--- src/rtl/mfc_pkg.sv ---
package mfc_pkg;
  localparam int unsigned ADDR_W  = 32;
  localparam int unsigned MASK_W  = 4;
  localparam int unsigned FAULT_W = 4;

  localparam int unsigned FLT_MISAL = 0;
  localparam int unsigned FLT_ERR   = 1;
  localparam int unsigned FLT_STERR = 2;
  localparam int unsigned FLT_EXC   = 3;

  localparam int unsigned RULES_A = 0;
  localparam int unsigned RULES_B = 1;
  localparam int unsigned RULES_C = 2;

  typedef enum logic [1:0] {
    KIND_LOAD  = 2'd0,
    KIND_STORE = 2'd1,
    KIND_FETCH = 2'd2,
    KIND_RSVD  = 2'd3
  } acc_kind_e;

  typedef struct packed {
    logic exc;
    logic st_err;
    logic err;
    logic misal;
  } fault_raw_t;

  function automatic logic in_win(input logic [ADDR_W-1:0] a,
                                  input logic [ADDR_W-1:0] lo,
                                  input logic [ADDR_W-1:0] hi);
    return (a >= lo) && (a <= hi);
  endfunction

  function automatic logic [ADDR_W-1:0] align_dn(input logic [ADDR_W-1:0] a,
                                                 input logic [MASK_W-1:0] m);
    return a & ~{{(ADDR_W-MASK_W){1'b0}}, m};
  endfunction
endpackage

--- src/rtl/mfc_prio_enc.sv ---
module mfc_prio_enc
  import mfc_pkg::*;
(
  input  fault_raw_t         raw_i,
  output logic [FAULT_W-1:0] onehot_o
);
  always_comb begin
    onehot_o = '0;
    if (raw_i.misal)       onehot_o[FLT_MISAL] = 1'b1;
    else if (raw_i.err)    onehot_o[FLT_ERR]   = 1'b1;
    else if (raw_i.st_err) onehot_o[FLT_STERR] = 1'b1;
    else if (raw_i.exc)    onehot_o[FLT_EXC]   = 1'b1;
  end
endmodule

--- src/rtl/mfc_classify.sv ---
module mfc_classify
  import mfc_pkg::*;
#(
  parameter int unsigned RULE_SET = RULES_B
) (
  input  logic [ADDR_W-1:0]  addr_i,
  input  logic [MASK_W-1:0]  mask_i,
  input  logic [1:0]         kind_i,
  input  logic               prot_en_i,
  input  logic               mis_mask_i,
  output logic [ADDR_W-1:0]  addr_o,
  output logic [FAULT_W-1:0] fault_o
);
  acc_kind_e  kind;
  logic       is_data, is_fetch, is_load, mis;
  logic [ADDR_W-1:0] a_al;
  fault_raw_t raw;

  assign kind     = acc_kind_e'(kind_i);
  assign is_load  = (kind == KIND_LOAD);
  assign is_data  = (kind == KIND_LOAD) || (kind == KIND_STORE);
  assign is_fetch = (kind == KIND_FETCH);
  assign mis      = |(addr_i[MASK_W-1:0] & mask_i);
  assign a_al     = align_dn(addr_i, mask_i);

  generate
    if (RULE_SET == RULES_A) begin : g_rules_a
      logic w_big, unused_ok;
      assign w_big     = in_win(a_al, 32'hFE80_0000, 32'hFEFF_FFFF);
      assign unused_ok = prot_en_i;
      always_comb begin
        raw    = '0;
        addr_o = addr_i;
        if (is_data) begin
          addr_o     = a_al;
          raw.err    = (mis && !mis_mask_i) || (is_load && mask_i == 4'd7 && w_big);
          raw.st_err = !is_load && mask_i == 4'd7 && w_big;
        end else if (is_fetch) begin
          addr_o  = a_al;
          raw.err = mis || w_big;
        end
      end
    end else if (RULE_SET == RULES_B) begin : g_rules_b
      logic w_err, w_dexc, w_fexc, w_fprot, unused_ok;
      assign w_err     = in_win(a_al, 32'hFEFF_0600, 32'hFEFF_7FFF) ||
                         in_win(a_al, 32'hFE80_0000, 32'hFEFE_FFFF);
      assign w_dexc    = in_win(a_al, 32'hFE00_0000, 32'hFE7F_FFFF);
      assign w_fexc    = in_win(a_al, 32'hFE00_4000, 32'hFE7F_FFFF);
      assign w_fprot   = in_win(a_al, 32'hFE00_0000, 32'hFE00_3FFF);
      assign unused_ok = mis_mask_i;
      always_comb begin
        raw    = '0;
        addr_o = addr_i;
        if (is_data) begin
          addr_o     = a_al;
          raw.misal  = mis;
          raw.err    = is_load && w_err;
          raw.st_err = !is_load && w_err;
          raw.exc    = w_dexc;
        end else if (is_fetch) begin
          addr_o    = a_al;
          raw.misal = mis;
          raw.err   = w_err;
          raw.exc   = !w_err && (w_fexc || (!prot_en_i && w_fprot));
        end
      end
    end else begin : g_rules_c
      logic w_derr, w_dexc, w_ferr, w_fexc, w_fprot, unused_ok;
      // data side uses the raw address: no alignment in this rule set
      assign w_derr  = in_win(addr_i, 32'hFE80_0000, 32'hFEFE_FFFF) ||
                       (mask_i > 4'd3 && in_win(addr_i, 32'hFEFF_0000, 32'hFEFF_FFFF));
      assign w_dexc  = in_win(addr_i, 32'hFE00_0000, 32'hFE3F_FFFF) ||
                       in_win(addr_i, 32'hFE40_8000, 32'hFE7F_FFFF) ||
                       (!prot_en_i && in_win(addr_i, 32'hFE40_0000, 32'hFE40_7FFF));
      assign w_ferr  = in_win(a_al, 32'hFE80_0000, 32'hFEFF_FFFF);
      assign w_fexc  = in_win(a_al, 32'hFE00_8000, 32'hFE7F_FFFF);
      assign w_fprot = in_win(a_al, 32'hFE00_0000, 32'hFE00_7FFF);
      assign unused_ok = mis_mask_i ^ mis;
      always_comb begin
        raw    = '0;
        addr_o = addr_i;
        if (is_data) begin
          raw.err    = is_load && w_derr;
          raw.st_err = !is_load && w_derr;
          raw.exc    = w_dexc;
        end else if (is_fetch) begin
          addr_o  = a_al;
          raw.err = w_ferr;
          raw.exc = !w_ferr && (w_fexc || (!prot_en_i && w_fprot));
        end
      end
    end
  endgenerate

  mfc_prio_enc u_prio (
    .raw_i    (raw),
    .onehot_o (fault_o)
  );
endmodule

--- src/rtl/mfc_out_stage.sv ---
module mfc_out_stage
  import mfc_pkg::*;
#(
  parameter bit REGISTERED = 1'b1
) (
  input  logic               clk_i,
  input  logic               rst_ni,
  input  logic               valid_i,
  input  logic [ADDR_W-1:0]  addr_i,
  input  logic [FAULT_W-1:0] fault_i,
  output logic               valid_o,
  output logic [ADDR_W-1:0]  addr_o,
  output logic [FAULT_W-1:0] fault_o
);
  generate
    if (REGISTERED) begin : g_reg
      always_ff @(posedge clk_i or negedge rst_ni) begin
        if (!rst_ni) begin
          valid_o <= 1'b0;
          addr_o  <= '0;
          fault_o <= '0;
        end else begin
          valid_o <= valid_i;
          fault_o <= valid_i ? fault_i : '0;
          if (valid_i) addr_o <= addr_i;
        end
      end
    end else begin : g_comb
      logic unused_ok;
      assign unused_ok = clk_i ^ rst_ni;
      assign valid_o   = valid_i;
      assign addr_o    = addr_i;
      assign fault_o   = valid_i ? fault_i : '0;
    end
  endgenerate
endmodule

--- src/rtl/mem_fault_check.sv ---
module mem_fault_check
  import mfc_pkg::*;
#(
  parameter int unsigned RULE_SET   = RULES_B,
  parameter bit          REGISTERED = 1'b1
) (
  input  logic        clk_i,
  input  logic        rst_ni,
  input  logic        valid_i,
  input  logic [31:0] addr_i,
  input  logic [3:0]  mask_i,
  input  logic [1:0]  kind_i,
  input  logic        prot_en_i,
  input  logic        mis_mask_i,
  output logic        valid_o,
  output logic [31:0] addr_o,
  output logic [3:0]  fault_o
);
  logic [ADDR_W-1:0]  corr_addr;
  logic [FAULT_W-1:0] fault_c;

  mfc_classify #(.RULE_SET(RULE_SET)) u_classify (
    .addr_i     (addr_i),
    .mask_i     (mask_i),
    .kind_i     (kind_i),
    .prot_en_i  (prot_en_i),
    .mis_mask_i (mis_mask_i),
    .addr_o     (corr_addr),
    .fault_o    (fault_c)
  );

  mfc_out_stage #(.REGISTERED(REGISTERED)) u_out (
    .clk_i   (clk_i),
    .rst_ni  (rst_ni),
    .valid_i (valid_i),
    .addr_i  (corr_addr),
    .fault_i (fault_c),
    .valid_o (valid_o),
    .addr_o  (addr_o),
    .fault_o (fault_o)
  );
endmodule

--- config.mk ---
export PLATFORM = sky130hd
export DESIGN_NAME = mem_fault_check
export DESIGN_NICKNAME = d
export VERILOG_FILES = /design/src/rtl/mfc_pkg.sv /design/src/rtl/mfc_prio_enc.sv /design/src/rtl/mfc_classify.sv /design/src/rtl/mfc_out_stage.sv /design/src/rtl/mem_fault_check.sv
export SDC_FILE = /design/constraint.sdc
export NUM_CORES = 1
export LEC_CHECK = 0
export BUFFER_PORTS_ARGS = -buffer_cell sky130_fd_sc_hd__buf_4
export CORE_UTILIZATION = 48
export CTS_CLUSTER_DIAMETER = 200
export DETAILED_ROUTE_END_ITERATION = 16
export PLACE_DENSITY = 0.85
export REMOVE_ABC_BUFFERS = 1
export SETUP_SLACK_MARGIN = 0.3
export SYNTH_ARGS = -nofsm -noshare
export SYNTH_HDL_FRONTEND = slang
export SYNTH_SLANG_ARGS = --single-unit
--- constraint.sdc ---
create_clock -name clk_i -period 1.86 [get_ports clk_i]
set_input_delay 0.279 -clock clk_i [delete_from_list [all_inputs] [get_ports clk_i]]
set_output_delay 0.279 -clock clk_i [all_outputs]
set_load 0.02 [all_outputs]
==> flow_metrics.py <==
metrics = {
    "global_route": {
        "grt_antenna_before_repair": 0,
        "number_of_global_route_vias_before_repair": 1209,
        "wire_length_of_the_first_global_routing_pass_mm": 5.409,
        "grt_remaining_overflow": 0,
        "maximum_number_of_pins_on_one_net_before_global_route_repair": 38,
        "gr-usage-all-layers_pct": 21.30,
    },
    "sta": {
        "final_hold_viol_count": 0,
        "fmaxAchievable_mhz": 842.7,
        "worst_slew_margin_rel_pct": 69.98,
        "count_of_pins_over_their_slew_limit": 0,
        "min_period_ns": 1.187,
        "post-route-period-util_pct": 63.80,
        "grt_setup_unrepaired": "false",
        "setup_ws_ns": 0.6733,
        "setup-tns-final_ns": 0,
        "setup_viol": 0,
        "fin_worst_skew_ns": 0,
        "timing_worst_slew_pin_value_ns": 0.4504,
    },
    "synthesis": {
        "synth_simple_gate_area_share_pct": 7.149,
        "ys_ff_latch": 37,
        "synth.distinct_cells": 24,
        "number_of_enable_flip_flop_cells_after_synthesis": 0,
        "yosys-top-cells-count": "sky130_fd_sc_hd__dfrtp_1, sky130_fd_sc_hd__mux2_2, sky130_fd_sc_hd__a21boi_0",
        "yosys-top-cells-area": "sky130_fd_sc_hd__dfrtp_1, sky130_fd_sc_hd__mux2_2, sky130_fd_sc_hd__a22oi_4",
        "synth_top_area_cell": "sky130_fd_sc_hd__dfrtp_1",
        "postSynthCellCount": 101,
        "async_reset_ff_share_pct": 100.0,
        "synth-main-ff-cell": "sky130_fd_sc_hd__dfrtp_1",
        "synth_top_family_by_area": "multiplexers",
        "muxShareOfSynthArea_pct": 22.88,
        "compound_cell_area_share_of_the_yosys_netlist_pct": 9.214,
        "ys.warnings.count": 0,
        "synth.most_common_cell": "sky130_fd_sc_hd__dfrtp_1",
        "synth.top_cell.area_share_pct": 58.78,
        "synth_xor_xnor_area_share_pct": 0,
        "synthAdderAreaFrac_pct": 0,
        "seq_area_frac_synth_pct": 58.78,
        "postSynthAreaPerCell_um2": 15.60,
        "post_synth_instance_area_um2": 1575,
    },
    "worst_setup_path": {
        "worstPathRequired_ns": 1.58,
        "timing.setup.critical_path_class": "flip-flop to primary output",
        "rrSetupSlack_ns": 1.07,
        "worst_path_dominant_cell_family": "flip-flops",
        "worstSetupStartpointType": "flip-flop",
        "r2r_start": "u_out.addr_o[25]",
        "cpPeakStageDelay_ns": 0.41,
        "cp_data_arrival_time_ns": 0.91,
        "crit_path_max_fanout": 2,
        "critical_path.reg2reg.endpoint": "u_out.addr_o[25]",
        "series_of_cell_instances_along_the_critical_path": "buf_4",
        "timing.critical_path.buf_inv": 1,
        "crit_path_top_delay_cell": "sky130_fd_sc_hd__dfrtp_1",
        "critPathCaptureType": "primary output",
        "worst_r2r_path_depth": 1,
    },
    "clocking": {
        "cts_num_sinks": 37,
        "htree_levels": 2,
        "cts_tree": "done",
        "insertion_delay_ns": 0.34,
        "post_cts_resize_count": 0,
        "ctsHoldBuffers": 1,
        "clk_root_buffer_cell": "sky130_fd_sc_hd__clkbuf_4",
        "clock_path_buffers": 2,
        "postCtsSetupBuffers": 0,
        "cts.clk_slew.worst_paths_ns": 0.10,
        "cts_inserted_buffers": 5,
    },
    "power_and_ir_drop": {
        "vdd_drop_max_mv": 0.5781,
        "leakagePower_nw": 1.083,
        "cellPowerDensity_nw_per_um2": 790.0,
    },
    "routing": {
        "avgRoutedWirePerCell_um": 14.85,
        "routed_wl_mm": 3.370,
        "routed-via-count": 1171,
        "ant_nets": 0,
        "drc_errors": 0,
        "post_drt_via_cell_ratio": 5.159,
        "drtIter0Drc": 17,
        "drt_first_pass_iters": 4,
    },
    "placed_design": {
        "gp_congestion": 0.7668,
        "placement_stage_worst_setup_slack_ns": 0.4618,
        "place.port_buffers": 78,
        "dp_hpwl_mm": 2.643,
    },
    "hold_path": {
        "hold_crit_depth": 2,
        "timing.hold.worst.class": "input pin to flip-flop",
        "hold-path-endpoint": "u_out.addr_o[5]",
        "min-delay-start": "addr_i[5]",
    },
    "floorplan": {
        "dieHeight_um": 59.29,
        "placement_rows": 20,
        "ioPinCount": 80,
        "floorplan.die_area_um2": 3515,
        "die-width_um": 59.29,
        "initial_utilization_pct": 51.18,
        "fp.coreArea_um2": 3078,
    },
    "cells_and_area": {
        "drive_gt1_share_pct": 67.76,
        "n_antenna_cell": 0,
        "syn2layout_area_growth_pct": 42.81,
        "num-nets-final": 226,
        "final.fill_count": 231,
    },
    "run_status": {
        "outcome": "complete, no violations",
    },
    "job": {
        "cap_viol_max_count": 0,
    },
}
placed cells by master (no fill, tap or decap), drive strengths merged, types with 2 or more instances in the layout:
cell type and instances:
a21boi 5, a21o 2, nand2 2, a2111oi 2, dfrtp 37, nor4 2
clkbuf 7, mux2 32, nor2 2, buf 78, nand3 2, a22oi 2
how the worst max path moves through the flow:
stage / start / to / slack [ns] / depth (start not counted)
final: u_out.addr_o[25] / addr_o[25] / 0.67 / 1
after global routing: u_out.addr_o[25] / addr_o[25] / 0.64 / 1
after CTS: u_out.addr_o[25] / addr_o[25] / 0.66 / 1
after detailed placement: valid_i / u_out.fault_o[1] / 0.46 / 3
after global placement: valid_i / u_out.fault_o[2] / 0.56 / 3
after floorplan: addr_i[24] / u_out.fault_o[1] / 0.86 / 3
stage by stage:
stage / power [mW] / cell area, um2 / cells / utilization, % / hold WS [ns]
5_1_grt: 1.863 / 2250 / 227 / 73.09 / 0.1496
3_5_place_dp: 1.374 / 2185 / 219 / 70.98 / 0.2638
2_1_floorplan: 1.122 / 1544 / 97 / - / -0.01659
6_report: 1.777 / 2250 / 227 / 73.09 / 0.1627
4_1_cts: 1.797 / 2250 / 227 / 73.09 / 0.1562
3_3_place_gp: 1.357 / 2185 / 219 / 70.98 / 0.2557
state kept, by name (all words and copies together), names as in the netlist:
name           count
u_out.addr_o      32
u_out.valid_o      1
u_out.fault_o      4
cell families after synthesis:
logic type,Yosys count
muxes,32
AOI/OAI and AO/OA,12
and+or+nand+nor,16
buffers and inverters,4
DFF,37
cell type report:
class	count	area [um2]	share of cell area, %
timing repair buffer	79	595.6	26.47
tap	44	55.05	2.447
multi-input combinational	60	618.1	27.47
sequential	37	925.9	41.16
clock buffer	7	55.05	2.447
metal layers:
layer / vias to the layer above / share of wire, % / GRT usage (%)
li1: 538 / - / -
met1: 572 / 36 / 23.90
met2: 55 / 53 / 36.12
met3: 6 / 9.3 / 8.734
met4: 0 / 1.5 / 7.823
met5: - / 0 / 0
report_power, final:
group	leakage (nW)	total (mW)	internal, mW	switching, mW
clock network	0.0314	0.424	0.178	0.246
logic	0.608	0.438	0.227	0.211
registers	0.444	0.915	0.877	0.0384
total	1.08	1.78	1.28	0.495
No activity file was read; power rests on OpenSTA's default activity.
